### src/rtl/tt_pkg.sv
package tt_pkg;

    localparam int unsigned REG_W     = 32;
    localparam int unsigned BYTE_W    = 8;
    localparam int unsigned BASE_LO   = 24;
    localparam int unsigned MASK_LO   = 16;
    localparam int unsigned EN_BIT    = 15;
    localparam int unsigned MODE_LO   = 13;
    localparam int unsigned WP_BIT    = 2;

    typedef enum logic [1:0] {
        PRIV_USER_ONLY  = 2'b00,
        PRIV_SUPER_ONLY = 2'b01,
        PRIV_BOTH_A     = 2'b10,
        PRIV_BOTH_B     = 2'b11
    } tt_priv_e;

    typedef struct packed {
        logic [BYTE_W-1:0] base;
        logic [BYTE_W-1:0] dont_care;
        logic              enable;
        tt_priv_e          priv;
        logic              wprot;
    } tt_win_t;

    typedef struct packed {
        logic [BYTE_W-1:0] top_byte;
        logic              is_super;
    } tt_probe_t;

    function automatic tt_win_t tt_decode(input logic [REG_W-1:0] raw);
        tt_win_t w;
        w.base      = raw[BASE_LO +: BYTE_W];
        w.dont_care = raw[MASK_LO +: BYTE_W];
        w.enable    = raw[EN_BIT];
        w.priv      = tt_priv_e'(raw[MODE_LO +: 2]);
        w.wprot     = raw[WP_BIT];
        return w;
    endfunction

    function automatic logic tt_priv_ok(input tt_priv_e p, input logic is_super);
        logic ok;
        unique case (p)
            PRIV_USER_ONLY:  ok = !is_super;
            PRIV_SUPER_ONLY: ok = is_super;
            default:         ok = 1'b1;
        endcase
        return ok;
    endfunction

endpackage

### src/rtl/tt_window_bank.sv
module tt_window_bank
    import tt_pkg::*;
#(
    parameter int unsigned NUM_REGS = 4,
    parameter int unsigned SEL_W    = $clog2(NUM_REGS)
) (
    input  logic                          clk,
    input  logic                          rst,
    input  logic                          wr_en,
    input  logic [SEL_W-1:0]              sel,
    input  logic [REG_W-1:0]              wr_data,
    output logic [REG_W-1:0]              rd_data,
    output logic [NUM_REGS-1:0][REG_W-1:0] regs_o
);

    logic [NUM_REGS-1:0][REG_W-1:0] store_q;

    always_ff @(posedge clk) begin
        if (rst) begin
            store_q <= '0;
        end else if (wr_en) begin
            store_q[sel] <= wr_data;
        end
    end

    assign rd_data = store_q[sel];
    assign regs_o  = store_q;

endmodule

### src/rtl/tt_window_match.sv
module tt_window_match
    import tt_pkg::*;
(
    input  tt_win_t   win,
    input  tt_probe_t probe,
    output logic      match,
    output logic      wprot
);

    logic [BYTE_W-1:0] care;
    logic              addr_eq;

    always_comb begin
        care    = ~win.dont_care;
        addr_eq = ((probe.top_byte ^ win.base) & care) == '0;
        match   = win.enable && tt_priv_ok(win.priv, probe.is_super) && addr_eq;
        wprot   = win.wprot;
    end

endmodule

### src/rtl/tt_priority_pick.sv
module tt_priority_pick #(
    parameter int unsigned N = 2
) (
    input  logic [N-1:0] match,
    input  logic [N-1:0] wprot,
    output logic         any_hit,
    output logic         sel_wprot
);

    always_comb begin
        any_hit   = 1'b0;
        sel_wprot = 1'b0;
        for (int i = N - 1; i >= 0; i--) begin
            if (match[i]) begin
                any_hit   = 1'b1;
                sel_wprot = wprot[i];
            end
        end
    end

endmodule

### src/rtl/tt_xlate_matcher.sv
module tt_xlate_matcher
    import tt_pkg::*;
#(
    parameter int unsigned PAGE_BITS    = 12,
    parameter int unsigned WIN_PER_KIND = 2,
    parameter int unsigned SEL_W        = $clog2(2 * WIN_PER_KIND)
) (
    input  logic             clk,
    input  logic             rst,
    input  logic             cr_wr_en,
    input  logic [SEL_W-1:0] cr_sel,
    input  logic [31:0]      cr_wdata,
    output logic [31:0]      cr_rdata,
    input  logic [31:0]      acc_addr,
    input  logic             acc_super,
    input  logic             acc_ifetch,
    output logic             hit,
    output logic [31:0]      phys_addr,
    output logic             perm_r,
    output logic             perm_w,
    output logic             perm_x
);

    localparam int unsigned NUM_REGS = 2 * WIN_PER_KIND;
    localparam logic [31:0] PAGE_MASK = ~((32'd1 << PAGE_BITS) - 32'd1);

    logic [NUM_REGS-1:0][REG_W-1:0] win_q;
    logic [WIN_PER_KIND-1:0]        w_match;
    logic [WIN_PER_KIND-1:0]        w_prot;
    logic                           any_hit;
    logic                           sel_prot;
    tt_probe_t                      probe;

    tt_window_bank #(
        .NUM_REGS (NUM_REGS),
        .SEL_W    (SEL_W)
    ) u_bank (
        .clk     (clk),
        .rst     (rst),
        .wr_en   (cr_wr_en),
        .sel     (cr_sel),
        .wr_data (cr_wdata),
        .rd_data (cr_rdata),
        .regs_o  (win_q)
    );

    assign probe.top_byte = acc_addr[BASE_LO +: BYTE_W];
    assign probe.is_super = acc_super;

    for (genvar g = 0; g < WIN_PER_KIND; g++) begin : g_slot
        tt_win_t slot_win;
        assign slot_win = acc_ifetch ? tt_decode(win_q[WIN_PER_KIND + g])
                                     : tt_decode(win_q[g]);
        tt_window_match u_match (
            .win   (slot_win),
            .probe (probe),
            .match (w_match[g]),
            .wprot (w_prot[g])
        );
    end

    tt_priority_pick #(
        .N (WIN_PER_KIND)
    ) u_pick (
        .match     (w_match),
        .wprot     (w_prot),
        .any_hit   (any_hit),
        .sel_wprot (sel_prot)
    );

    always_comb begin
        hit       = any_hit;
        phys_addr = any_hit ? (acc_addr & PAGE_MASK) : '0;
        perm_r    = any_hit;
        perm_x    = any_hit;
        perm_w    = any_hit && !sel_prot;
    end

endmodule

### config.mk
export PLATFORM = sky130hd
export DESIGN_NAME = tt_xlate_matcher
export DESIGN_NICKNAME = d
export VERILOG_FILES = /design/src/rtl/tt_pkg.sv /design/src/rtl/tt_window_bank.sv /design/src/rtl/tt_window_match.sv /design/src/rtl/tt_priority_pick.sv /design/src/rtl/tt_xlate_matcher.sv
export SDC_FILE = /design/constraint.sdc
export NUM_CORES = 1
export LEC_CHECK = 0
export BUFFER_PORTS_ARGS = -buffer_cell sky130_fd_sc_hd__buf_2
export CORE_ASPECT_RATIO = 1.5
export CORE_MARGIN = 3
export CORE_UTILIZATION = 50
export CTS_CLUSTER_DIAMETER = 80
export DETAILED_ROUTE_END_ITERATION = 6
export HOLD_SLACK_MARGIN = 0.02
export MAX_ROUTING_LAYER = met4
export PLACE_DENSITY = 0.75
export SLEW_MARGIN = 20
export SYNTH_ARGS = -nofsm -noshare
export SYNTH_HDL_FRONTEND = slang
export SYNTH_SLANG_ARGS = --single-unit
### constraint.sdc
create_clock -name clk -period 2.55 [get_ports clk]
set_input_delay 0.255 -clock clk [delete_from_list [all_inputs] [get_ports clk]]
set_output_delay 0.255 -clock clk [all_outputs]
set_load 0.02 [all_outputs]
==> impl_metrics.tcl <==
set metrics [dict create \
    post_synth_num_cell_types 36 \
    violations "DRC" \
    p_leak_uw 0.00280 \
    max_stage_delay_cell_worst_path "dfxtp_1" \
    worst_pin_slew_ns 0.949 \
    largest_reg_flops 128 \
    detailedPlace.worstSlack_ns 0.307 \
    cts_root_buffer "clkbuf_16" \
    pwr_density_cell_nw_per_um2 694 \
    mappedNetlistArea_sq_um 6120 \
    rsz_0062_raised_after_global_routing "false" \
    crit_start "u_bank.regs_o[93]" \
    numCtsBuffers 17 \
    clock_path_buffers 2 \
    cts_hold_buf 0 \
    r2r_end "u_bank.regs_o[80]" \
    layout-drive-gt1-share_pct 27.5 \
    worst-endpoint-required_ns 2.30 \
    globalRouteTotalUtil_pct 27.1 \
    grt_start_max_net_pins 73 \
    place.gp.congestion 0.883 \
    number_of_antenna_violations_at_the_first_check_in_global_routing 0 \
    final_cell_area_sq_um 7260 \
    layout_common_cells "nand2_1 (257), a21oi_1 (128), dfxtp_1 (128)" \
    worst_skew_pair_later_pin_latency_ns 0.41 \
    detail_route.drc_violations 2 \
    status "finished, violations left" \
    cp_data_arrival_time_ns 2.16 \
    nNetsFinal 876 \
    worst_setup_path_endpoint "phys_addr[31]" \
    antenna_cells 0 \
    antenna_violating_nets_post_route 0 \
    rr_worst_depth 2 \
    end_kind "primary output" \
    avgViaCountPerCell 5.73 \
    worst_slew_margin_rel_pct 36.8 \
    route.detailed.wl_per_inst_um 18.2 \
    hpwl_um 11700 \
    floorplan.die_area_sq_um 13600 \
    fin_setup_tns_ns 0 \
    route.final.wire_length_um 17600 \
    drt_pass1_iterations 7 \
    min_period_ns 2.42 \
    max_cap_violations 0 \
    placement.cell_area_sq_um 6650 \
    die_width_um 96.4 \
    finalPower_uw 5040 \
    wire_length_of_the_first_global_routing_pass_um 27400 \
    setup_viol_count_final 0 \
    clk_pin_slew_ns 0.06 \
    post_synth.cell_area_avg_sq_um 8.49 \
    mostFrequentLayoutCell "nand2_1" \
    reg2reg_setup_slack_ns 1.80 \
    cp_num_buf_inv 1 \
    worst_setup_path_start_kind "flip-flop" \
    final.period_utilization_pct 94.8 \
    signed_area_change_from_the_synthesized_netlist_to_the_final_layout_pct 18.6 \
    reg_to_reg_startpoint "u_bank.regs_o[80]" \
    critical-path-max-stage-delay_ns 0.34 \
    grt_overflow_total 0 \
    cpLargestDelayFamily "simple AND/OR/NAND/NOR gates" \
    critPathMaxFanout 23 \
    ys_async_sr_fraction_pct 0 \
    setup_ws_ns 0.133 \
    yosysWarnings 0 \
    final.setup_skew_ns 0 \
    std_cell_rows 48 \
    cts_setup_buffers 0 \
    die_ht_um 142 \
    cts_tree "yes" \
    htree_num_levels 4 \
    achievable-frequency_mhz 414 \
    vdd_ir_drop_max_mv 0.532 \
    top_level_ports 139 \
    cp.depth 7 \
    crit_type "flip-flop to primary output" \
    synth_top_flop_cell "dfxtp_1" \
    flops_latches_synth 128 \
    tritoncts_num_sinks 128 \
    timing.final.hold_violations 0 \
    initial_utilization_pct 52.3 \
    synthesized_netlist_cell_count 721 \
    num_vias 5538 \
    cts-resized-gates 1 \
    number_of_synthesized_flops_with_an_enable_pin 0 \
    count_of_buffers_inserted_at_the_top_level_ports 114 \
    cell_by_cell_listing_of_the_critical_path "xnor2_2 > o22ai_1 > nor3_1 > a22oi_2 > nand2_4 > and2_2 > buf_2" \
    floorplan.core_area_sq_um 11700 \
    drt_iter0_drc 375 \
    timing_max_transition_violations_final 0 \
    ys_seq_area_share_pct 41.9 \
    first_global_vias 5592 \
    worst_hold_path_type "input pin to flip-flop" \
]
-- power by group --
part / total (uW) / internal, uW / switching, uW
Sequential: 2120 / 2070 / 50.9
Clock: 2400 / 1530 / 865
Combinational: 522 / 201 / 321
Total: 5040 / 3800 / 1240
-- worst register-to-register path, cell delays in order, from the launching register on --
cell     delay, ns
dfxtp_1       0.44
nand2_1       0.08
a21oi_1       0.16
-- cell families after synthesis --
| group | Yosys count | share of synthesized area (%) |
|---|---|---|
| compound gates | 151 | 13.1 |
| xor+xnor | 36 | 5.40 |
| buf+inv | 75 | 6.85 |
| flops | 128 | 41.9 |
| mux | 34 | 12.1 |
| other cells | 1 | 0.0613 |
| simple gates | 296 | 20.6 |
-- per-stage QoR --
step	util [%]	hold WS, ns	instances
after floorplan	-	0.391	732
after global placement	56.8	0.438	936
after detailed placement	56.8	0.444	936
after CTS	61.9	0.101	967
after global routing	62.0	0.117	967
final	62.0	0.107	967
-- cell type report --
type	instances	area, sq um
clock buffer	22	484
clock inverter	9	108
multi-input combinational	529	3210
sequential	128	2560
fill	1015	4450
timing repair buffer	129	711
tap	150	188
-- Yosys cell counts, types with 2 or more instances --
| master | instances | area, sq um |
|---|---|---|
| buf_4 | 17 | 128 |
| a21oi_1 | 128 | 641 |
| o22ai_1 | 15 | 93.8 |
| nor3_1 | 3 | 15.0 |
| o21ai_0 | 2 | 10.0 |
| buf_6 | 8 | 90.1 |
| dfxtp_1 | 128 | 2560 |
| nand2_1 | 257 | 965 |
| mux4_2 | 32 | 721 |
| clkbuf_1 | 39 | 146 |
| xnor2_1 | 34 | 298 |
| buf_2 | 11 | 55.1 |
| nor2_1 | 5 | 18.8 |
| xnor2_2 | 2 | 32.5 |
| and2_4 | 19 | 166 |
-- how the worst min path moves through the flow --
stage,startpoint,end,slack [ns],cells after the start
floorplan,cr_wdata[0],u_bank.regs_o[0],0.39,2
global placement,u_bank.regs_o[7],u_bank.regs_o[7],0.44,2
finish,cr_wdata[5],u_bank.regs_o[101],0.11,3
detailed placement,u_bank.regs_o[74],u_bank.regs_o[74],0.44,2
global route,cr_wdata[12],u_bank.regs_o[44],0.12,3
CTS,cr_wdata[5],u_bank.regs_o[101],0.10,3
-- layer usage --
layer / share of wire (%) / global-route usage (%) / routed length (um)
met5: 0 / - / 0
met3: 10 / 6.31 / 1750
met2: 51 / 44.5 / 8900
met4: 4.6 / 14.3 / 806
met1: 35 / 30.1 / 6110
No activity file was read; power rests on OpenSTA's default activity.
